**config.mk**
```make
export PLATFORM = sky130hd
export DESIGN_NAME = gated_reload_timer
export DESIGN_NICKNAME = d
export VERILOG_FILES = /design/src/rtl/grt_pkg.sv /design/src/rtl/grt_prescaler.sv /design/src/rtl/grt_gate_sync.sv /design/src/rtl/grt_core.sv /design/src/rtl/gated_reload_timer.sv
export SDC_FILE = /design/constraint.sdc
export NUM_CORES = 1
export LEC_CHECK = 0
export BUFFER_PORTS_ARGS = -buffer_cell sky130_fd_sc_hd__buf_2
export CAP_MARGIN = 0
export CORE_UTILIZATION = 35
export CTS_CLUSTER_SIZE = 40
export DETAILED_ROUTE_END_ITERATION = 16
export PLACE_DENSITY = 0.61
export SLEW_MARGIN = 30
export SYNTH_ARGS = -nofsm -noshare
export SYNTH_HDL_FRONTEND = slang
export SYNTH_SLANG_ARGS = --single-unit
```
**constraint.sdc**
```tcl
create_clock -name clk -period 6.9 [get_ports clk]
set_input_delay 0.69 -clock clk [delete_from_list [all_inputs] [get_ports clk]]
set_output_delay 0.69 -clock clk [all_outputs]
set_load 0.02 [all_outputs]
```
**src/rtl/grt_pkg.sv**
```systemverilog
package grt_pkg;

    typedef enum logic [1:0] {
        S_HALT = 2'd0,
        S_RUN  = 2'd1,
        S_ZERO = 2'd2
    } grt_state_t;

    // log2 of the divide ratio for a given group select and channel source
    function automatic int unsigned src_shift(input logic [1:0] dsel, input logic [1:0] src);
        int unsigned s;
        s = 0;
        unique case (dsel)
            2'b00: begin
                unique case (src)
                    2'd0: s = 0;
                    2'd1: s = 4;
                    2'd2: s = 6;
                    default: s = 9;
                endcase
            end
            2'b01: begin
                unique case (src)
                    2'd0: s = 1;
                    2'd1: s = 4;
                    2'd2: s = 6;
                    default: s = 12;
                endcase
            end
            default: begin
                unique case (src)
                    2'd0: s = 0;
                    2'd1: s = 6;
                    2'd2: s = 9;
                    default: s = 12;
                endcase
            end
        endcase
        return s;
    endfunction

endpackage

```
**src/rtl/grt_prescaler.sv**
```systemverilog
module grt_prescaler #(
    parameter int PRESC_W = 12,
    parameter int NSRC    = 4
) (
    input  logic            clk,
    input  logic            rst_n,
    input  logic [1:0]      div_sel,
    output logic [NSRC-1:0] ticks
);
    import grt_pkg::*;

    logic [PRESC_W-1:0] pcnt;

    always_ff @(posedge clk or negedge rst_n) begin
        if (!rst_n) pcnt <= '0;
        else        pcnt <= pcnt + 1'b1;
    end

    for (genvar i = 0; i < NSRC; i++) begin : g_src
        logic [PRESC_W-1:0] mask;
        always_comb begin
            mask = '0;
            for (int b = 0; b < PRESC_W; b++) begin
                if (b < int'(src_shift(div_sel, 2'(i)))) mask[b] = 1'b1;
            end
        end
        assign ticks[i] = (div_sel != 2'b11) && ((pcnt & mask) == mask);
    end

    // reserved select never pulses
    assert_reserved_quiet_R9: assert property (@(posedge clk) disable iff (!rst_n)
        (div_sel == 2'b11) |-> (ticks == '0));

endmodule

```
**src/rtl/grt_gate_sync.sv**
```systemverilog
module grt_gate_sync #(
    parameter int STAGES = 2
) (
    input  logic clk,
    input  logic rst_n,
    input  logic gate_in,
    input  logic gate_en,
    input  logic gate_lvl,
    output logic gate_ok
);
    logic [STAGES-1:0] sync;

    always_ff @(posedge clk or negedge rst_n) begin
        if (!rst_n) sync <= '0;
        else        sync <= {sync[STAGES-2:0], gate_in};
    end

    assign gate_ok = !gate_en || (sync[STAGES-1] == gate_lvl);

endmodule

```
**src/rtl/grt_core.sv**
```systemverilog
module grt_core #(
    parameter int CNT_W = 16
) (
    input  logic             clk,
    input  logic             rst_n,
    input  logic             start,
    input  logic             tick,
    input  logic             gate_ok,
    input  logic             pulse_en,
    input  logic             wr_en,
    input  logic [CNT_W-1:0] wr_data,
    output logic [CNT_W-1:0] count,
    output logic             tout,
    output logic             underflow
);
    import grt_pkg::*;

    grt_state_t       state_q, state_d;
    logic [CNT_W-1:0] cnt_q, cnt_d;
    logic [CNT_W-1:0] rld_q, rld_d;
    logic             tout_d, uf_d;
    logic             step;

    assign step = start && tick && gate_ok;

    // state register
    always_ff @(posedge clk or negedge rst_n) begin
        if (!rst_n) state_q <= S_HALT;
        else        state_q <= state_d;
    end

    // next state
    always_comb begin
        state_d = state_q;
        if (!start) begin
            state_d = S_HALT;                       // STOP
        end else begin
            unique case (state_q)
                S_HALT: state_d = (cnt_q == '0) ? S_ZERO : S_RUN;   // ARM
                S_RUN:  if (step && cnt_q == CNT_W'(1)) state_d = S_ZERO; // EXPIRE
                S_ZERO: if (step) state_d = (rld_q == '0) ? S_ZERO : S_RUN; // RELOAD
                default: state_d = S_HALT;
            endcase
        end
    end

    // datapath / outputs
    always_comb begin
        cnt_d  = cnt_q;
        rld_d  = rld_q;
        tout_d = tout;
        uf_d   = 1'b0;
        if (wr_en) begin
            rld_d = wr_data;
            if (!start) cnt_d = wr_data;
        end
        if (!start) begin
            tout_d = 1'b0;
        end else begin
            unique case (state_q)
                S_RUN:  if (step) cnt_d = cnt_q - 1'b1;
                S_ZERO: if (step) begin
                    cnt_d  = rld_q;
                    uf_d   = 1'b1;
                    tout_d = pulse_en ? !tout : tout;
                end
                default: ;
            endcase
        end
    end

    always_ff @(posedge clk or negedge rst_n) begin
        if (!rst_n) begin
            cnt_q     <= '0;
            rld_q     <= '0;
            tout      <= 1'b0;
            underflow <= 1'b0;
        end else begin
            cnt_q     <= cnt_d;
            rld_q     <= rld_d;
            tout      <= tout_d;
            underflow <= uf_d;
        end
    end

    assign count = cnt_q;

    assert_halt_freeze_R5: assert property (@(posedge clk) disable iff (!rst_n)
        (!start && !wr_en) |=> $stable(cnt_q));

    assert_tout_low_halt_R5: assert property (@(posedge clk) disable iff (!rst_n)
        (!start) |=> !tout);

    assert_dec_by_one_R2: assert property (@(posedge clk) disable iff (!rst_n)
        (state_q == S_RUN && step) |=> (cnt_q == $past(cnt_q) - 1'b1));

    assert_uf_from_zero_R11: assert property (@(posedge clk) disable iff (!rst_n)
        $rose(underflow) |-> ($past(cnt_q) == '0));

    assert_gate_holds_R7: assert property (@(posedge clk) disable iff (!rst_n)
        (start && !gate_ok) |=> $stable(cnt_q));

    assert_arm_no_step_R10: assert property (@(posedge clk) disable iff (!rst_n)
        (state_q == S_HALT && start) |=> $stable(cnt_q));

endmodule

```
**src/rtl/gated_reload_timer.sv**
```systemverilog
module gated_reload_timer #(
    parameter int CNT_W   = 16,
    parameter int PRESC_W = 12
) (
    input  logic             clk,
    input  logic             rst_n,
    input  logic [1:0]       div_sel,
    input  logic             start,
    input  logic             wr_en,
    input  logic [CNT_W-1:0] wr_data,
    input  logic             mode_wr,
    input  logic [7:0]       mode_data,
    input  logic             gate_in,
    output logic [CNT_W-1:0] count,
    output logic             tout,
    output logic             underflow
);
    localparam int NSRC = 4;

    logic [1:0]      src_q;
    logic            gate_en_q, gate_lvl_q, pulse_en_q;
    logic [NSRC-1:0] ticks;
    logic            tick, gate_ok;

    always_ff @(posedge clk or negedge rst_n) begin
        if (!rst_n) begin
            src_q      <= '0;
            gate_en_q  <= 1'b0;
            gate_lvl_q <= 1'b0;
            pulse_en_q <= 1'b0;
        end else if (mode_wr) begin
            src_q      <= mode_data[7:6];
            gate_en_q  <= mode_data[4];
            gate_lvl_q <= mode_data[3];
            pulse_en_q <= mode_data[2];
        end
    end

    grt_prescaler #(.PRESC_W(PRESC_W), .NSRC(NSRC)) u_presc (
        .clk(clk), .rst_n(rst_n), .div_sel(div_sel), .ticks(ticks)
    );

    assign tick = ticks[src_q];

    grt_gate_sync #(.STAGES(2)) u_gate (
        .clk(clk), .rst_n(rst_n), .gate_in(gate_in),
        .gate_en(gate_en_q), .gate_lvl(gate_lvl_q), .gate_ok(gate_ok)
    );

    grt_core #(.CNT_W(CNT_W)) u_core (
        .clk(clk), .rst_n(rst_n), .start(start), .tick(tick),
        .gate_ok(gate_ok), .pulse_en(pulse_en_q), .wr_en(wr_en),
        .wr_data(wr_data), .count(count), .tout(tout), .underflow(underflow)
    );

    assert_tout_static_R6: assert property (@(posedge clk) disable iff (!rst_n)
        (!pulse_en_q && !tout) |=> !tout);

endmodule

```
==> impl_metrics.py, run 1 <==
metrics = {
    "timing": {
        "relSlewSlack_pct": 42.6,
        "rsz0062_at_grt": "no",
        "hold_viol_final": 0,
        "fin_skew_ns": 0.0132,
        "period_share_pct": 37.8,
        "slew_viol_final": 0,
        "hold_slack_ns": 0.353,
        "setup_viol": 0,
        "tns_ns": 0,
        "worst_pin_slew_ns": 0.861,
        "timing.fmax_ghz": 0.384,
        "post-route-min-period_ns": 2.61,
    },
    "power_and_ir_drop": {
        "peakVddDrop_uv": 118,
        "leakage_nw": 1.47,
        "p_per_area_nw_per_um2": 337,
    },
    "detailed_routing": {
        "drc": 0,
        "drt_first_pass_iters": 4,
        "initialDrtViolationCount": 95,
        "wl_per_cell_um": 15.6,
        "vias_per_cell": 5.28,
        "final_antenna_net_count": 0,
        "wl_um": 6380,
        "vias": 2153,
    },
    "clock_network": {
        "clkSinkCount": 55,
        "cts.clk_slew.worst_paths_ns": 0.09,
        "post_cts_buffers": 0,
        "cts-resized-gates": 0,
        "clock_path_buffers": 2,
        "ctsHoldBuffers": 0,
        "cts-root-buf": "clkbuf_8",
        "htree_levels": 2,
        "cts_made_buffers": 5,
        "clock_latency_ns": 0.31,
        "cts_tree": "built",
    },
    "die": {
        "core_region_area_sq_um": 7810,
        "ios": 50,
        "die_h_um": 92.2,
        "fp-row-count": 32,
        "dieArea_sq_um": 8490,
        "start_util_pct": 36.4,
        "chipWidth_um": 92.2,
    },
    "synthesis": {
        "synthCells": 263,
        "syn_area_sq_um": 2850,
        "synth-seq-area-share_pct": 48.4,
        "synth_nets": 302,
        "yosysUniqueCellTypes": 39,
        "ys_ff_latch": 55,
        "ys_warn_count": 0,
        "avgSynthCellArea_sq_um": 10.8,
    },
    "finish": {
        "area_delta_synth_final_pct": 15.0,
        "drive_gt1_share_pct": 25.8,
        "fin_area_sq_um": 3270,
        "nets": 344,
        "num_antenna_cells": 0,
        "fill_cells": 772,
        "postLayoutCoreUtil_pct": 41.9,
    },
    "global_route": {
        "grt.overflow.total": 0,
        "grt_pass1_wl_um": 10800,
        "grt_use_total_pct": 16.2,
        "grt_max_degree": 56,
        "grt_pass1_vias": 2099,
        "antenna_found_initial": 0,
    },
    "worst_setup_path": {
        "critPathKind": "flop to flop",
        "crit_path_end_kind": "flop",
        "crit_required_ns": 7.08,
        "cp.arrival_ns": 2.79,
        "critPathLaunchType": "flop",
        "cp_max_fo": 11,
    },
    "run_status": {
        "status": "finished, final reports clean",
    },
    "place": {
        "placed_cell_area_sq_um": 3170,
        "io_buffers": 46,
        "place_hpwl_um": 4370,
        "gp_congestion": 0.789,
    },
    "min_path": {
        "hold_path.class": "flop to flop",
    },
    "run": {
        "cap_violations": 0,
    },
}
-- routing by layer --
metal | global-route usage, % | vias up | share of wire, %
li1 | - | 1056 | -
met2 | 26.7 | 55 | 47
met1 | 21.7 | 1040 | 48
met3 | 2.99 | 2 | 4.6
met5 | 0 | - | 0
met4 | 4.30 | 0 | 0.61
-- through the flow --
stage / instances / worst slack (ns) / total power [mW]
5_1_grt: 408 / 4.01 / 1.19
2_1_floorplan: 263 / 4.48 / 0.775
6_report: 408 / 4.29 / 1.10
4_1_cts: 408 / 4.26 / 1.11
3_3_place_gp: 400 / 4.08 / 0.903
3_5_place_dp: 400 / 4.08 / 0.913
-- flip-flops by register name, summed over array words and instances, names as in the netlist --
signal,cells
gate_en_q,1
gate_lvl_q,1
pulse_en_q,1
src_q,2
u_core.count,16
u_core.rld_q,16
u_core.state_q,2
u_core.tout,1
u_core.underflow,1
u_gate.sync,2
u_presc.pcnt,12
-- critical path: stages (launching register included) --
cell	delay [ns]
dfrtp_1	0.42
ha_1	0.20
nand3_1	0.16
a211oi_1	0.27
o2111ai_1	0.18
or2_2	0.44
o41a_1	0.50
mux2_1	0.32
-- where the power goes --
group / leakage [nW] / total, mW / switching, mW / internal (mW)
registers: 0.678 / 0.466 / 0.0803 / 0.385
logic: 0.739 / 0.442 / 0.263 / 0.179
clock network: 0.0515 / 0.196 / 0.104 / 0.0920
total: 1.47 / 1.10 / 0.447 / 0.656
-- worst paths after layout --
path,slack (ns),cells past startpoint,endpoint,startpoint
min in group asynchronous,0.49,2,u_core.rld_q[2],rst_n
setup reg to reg,4.29,7,u_core.state_q[0],u_presc.pcnt[0]
hold / removal,0.35,0,u_gate.sync[1],u_gate.sync[0]
setup / recovery,4.29,7,u_core.state_q[0],u_presc.pcnt[0]
max in group asynchronous,5.91,2,u_presc.pcnt[4],rst_n
hold reg to reg,0.35,0,u_gate.sync[1],u_gate.sync[0]
-- synthesized netlist by cell type --
library cell	n	area share, %
dfrtp_1	55	48
mux2_2	18	7.1
mux2i_1	15	5.3
xor2_1	15	4.6
nand2_1	13	1.7
o21ai_0	13	2.3
clkbuf_1	12	1.6
inv_1	11	1.5
nor2_1	11	1.5
o22ai_1	11	2.4
a22oi_1	8	2.1
xnor2_1	8	2.5
a211oi_1	7	1.8
ha_1	7	3.1
nor4_1	7	1.5
a21oi_1	6	1.1
a221oi_1	6	1.8
nand3_1	6	1.1
nor3_1	6	1.1
nand2b_1	3	0.66
nand4_1	3	0.66
o31ai_1	2	0.53
or3_1	2	0.44
or3_2	2	0.53
or4_4	2	0.79
a21o_1	1	0.26
a21oi_2	1	0.31
a2bb2oi_1	1	0.31
and2_1	1	0.22
and3_1	1	0.22
mux2_1	1	0.40
nor2b_1	1	0.22
o2111ai_1	1	0.31
o21a_1	1	0.26
o311ai_0	1	0.31
o31a_1	1	0.31
o41a_1	1	0.40
o41ai_1	1	0.31
or2_2	1	0.22
-- cell usage in the layout, fill, tap and decap left out, types with 2 or more instances in the layout --
cell type,instances
a211oi_1,7
a21oi_1,6
a221oi_1,6
a22oi_1,8
buf_2,46
clkbuf_8,7
dfrtp_1,55
ha_1,7
inv_1,11
mux2_2,18
mux2i_1,15
nand2_1,13
nand2b_1,3
nand3_1,6
nand4_1,3
nor2_1,11
nor3_1,6
nor4_1,7
o21ai_0,13
o22ai_1,11
o31ai_1,2
or3_1,2
or3_2,2
or4_4,2
xnor2_1,8
xor2_1,15
-- cell type report --
class	instances	area [sq um]	area share (%)
Clock buffer	8	100	3.06
Tap cell	102	128	3.90
Timing Repair Buffer	47	238	7.26
Sequential cell	55	1380	42.0
Multi-Input combinational cell	185	1390	42.5
Inverter	11	41.3	1.26
-- kinds of logic (layout without fill, tap and decap cells) --
| logic type | after synthesis | after routing | share of synthesized area [%] |
|---|---|---|---|
| XOR/XNOR | 23 | 23 | 7.08 |
| adder cells (fa/ha/maj) | 7 | 7 | 3.08 |
| multiplexers | 34 | 34 | 12.8 |
| AND/OR/NAND/NOR | 59 | 59 | 10.8 |
| flip-flops | 55 | 55 | 48.4 |
| AO/OA/AOI/OAI | 62 | 62 | 14.9 |
| buffers and inverters | 23 | 66 | 3.03 |
Note: power is estimated with default switching activity, not from simulation.
==> run 2, diff against run 1 <==
==> constraint.sdc (replaced) <==
create_clock -name clk -period 2.7 [get_ports clk]
set_input_delay 0.27 -clock clk [delete_from_list [all_inputs] [get_ports clk]]
set_output_delay 0.27 -clock clk [all_outputs]
set_load 0.02 [all_outputs]
==> run 2 against run 1 <==
Compared with the run above:
- critical path depth decreased by 3
- clock skew decreased by 0.0044 ns
- total power increased to 2.6 times the previous value
- largest cell class unchanged
- highest routed layer unchanged
==> impl_metrics.py, run 2 (same netlist as run 1, synthesis figures left out) <==
metrics = {
    "run_status": {
        "status": "finished, final reports clean",
    },
    "global_route": {
        "grt_max_degree": 35,
        "grt_pass1_vias": 2249,
        "antenna_found_initial": 0,
        "grt_pass1_wl_um": 11100,
        "grt.overflow.total": 0,
        "grt_use_total_pct": 16.6,
    },
    "min_path": {
        "hold_path.class": "input port to flop",
        "hold-path-cell-count": 1,
        "hold_start": "gate_in",
        "holdPathEnd": "u_gate.sync[0]",
    },
    "clock_network": {
        "clkSinkCount": 55,
        "cts-root-buf": "clkbuf_8",
        "cts_tree": "built",
        "cts.clk_slew.worst_paths_ns": 0.10,
        "clock_path_buffers": 2,
        "post_cts_buffers": 0,
        "clock_latency_ns": 0.31,
        "htree_levels": 2,
        "cts_made_buffers": 5,
    },
    "worst_setup_path": {
        "r2r-end": "u_core.state_q[0]",
        "cp_max_fo": 5,
        "r2r_slack_ns": 0.27,
        "setup.worst_path.start": "u_core.count[10]",
        "crit_path_end_kind": "flop",
        "r2r_cells": 4,
        "rr_startpoint": "u_core.count[10]",
        "cp.arrival_ns": 2.63,
        "critPathLaunchType": "flop",
        "critPathKind": "flop to flop",
        "crit_required_ns": 2.90,
    },
    "power_and_ir_drop": {
        "p_per_area_nw_per_um2": 872,
        "p_total_mw": 2.92,
        "peakVddDrop_uv": 279,
        "leakage_nw": 1.51,
    },
    "detailed_routing": {
        "final_antenna_net_count": 0,
        "vias_per_cell": 5.35,
        "drc": 0,
        "wl_um": 6490,
        "wl_per_cell_um": 15.6,
        "vias": 2227,
        "drt_first_pass_iters": 4,
        "initialDrtViolationCount": 78,
    },
    "finish": {
        "area_delta_synth_final_pct": 17.7,
        "num_antenna_cells": 0,
        "drive_gt1_share_pct": 27.7,
        "final_common_cell": "dfrtp_1",
        "fill_cells": 767,
        "final_cell_mix": "dfrtp_1, buf_2, mux2_2, xor2_1, mux2i_1",
        "nets": 352,
    },
    "timing": {
        "hold_slack_ns": 0.0586,
        "setup_viol": 0,
        "worst_pin_slew_ns": 0.494,
        "slew_viol_final": 0,
        "tns_ns": 0,
        "relSlewSlack_pct": 67.1,
        "post-route-min-period_ns": 2.43,
        "hold_viol_final": 0,
        "fin_skew_ns": 0.00879,
        "rsz0062_at_grt": "no",
        "period_share_pct": 90.0,
        "setup_slack_ns": 0.270,
        "timing.fmax_ghz": 0.412,
    },
    "place": {
        "place_ws_ns": 0.277,
        "place_hpwl_um": 4640,
        "gp_congestion": 0.777,
        "io_buffers": 46,
    },
    "die": {
        "chipWidth_um": 92.2,
        "ios": 50,
        "start_util_pct": 36.4,
        "core_region_area_sq_um": 7810,
        "die_h_um": 92.2,
        "fp-row-count": 32,
        "dieArea_sq_um": 8490,
    },
    "run": {
        "cap_violations": 0,
    },
}
## run 2: final cells by class
type / instances / area, sq um / share of cell area [%]
multi-input combinational: 185 / 1390 / 41.4
timing repair buffer: 55 / 300 / 8.97
sequential: 55 / 1380 / 41.1
inverter: 11 / 41.3 / 1.23
clock inverter: 2 / 35.0 / 1.05
clock buffer: 6 / 82.6 / 2.47
tap: 102 / 128 / 3.81
## run 2: how the worst max path moves through the flow
stage	depth (start not counted)	slack, ns	end
after CTS	4	0.27	u_core.state_q[0]
after global placement	4	0.29	u_core.state_q[0]
after global routing	7	0.1	u_core.state_q[0]
final	4	0.27	u_core.state_q[0]
after detailed placement	4	0.28	u_core.state_q[0]
after floorplan	4	0.28	u_core.state_q[0]
## run 2: what timing repair did
item	in CTS	in global routing
hold buffers	1	0
resized for setup	0	0
hold endpoints to repair	21	0
## run 2: metal layers
layer	vias up	wire [um]	track usage, %	part of all wire (%)
met4	0	33	3.39	0.51
met1	1084	3090	22.6	48
li1	1076	-	-	-
met2	62	3100	27.7	48
met3	5	266	3.15	4.1
met5	-	0	0	0
## run 2: critical path, cell delays in order (launching register included)
cell and delay, ns:
dfrtp_1 0.44, or4_4 0.56, or4_4 0.54, o41a_1 0.46, mux2_1 0.32
## run 2: report_power, final
| part | switching (mW) | leakage, nW | internal (mW) |
|---|---|---|---|
| Clock | 0.275 | 0.0612 | 0.301 |
| Combinational | 0.672 | 0.773 | 0.475 |
| Sequential | 0.212 | 0.678 | 0.985 |
## run 2: per-stage QoR
step           cells  utilization [%]  area (sq um)
3_3_place_gp     407             41.3          3220
3_5_place_dp     407             41.3          3220
2_1_floorplan    263                -          2850
6_report         416             42.9          3350
4_1_cts          416             42.9          3350
5_1_grt          416             42.9          3350
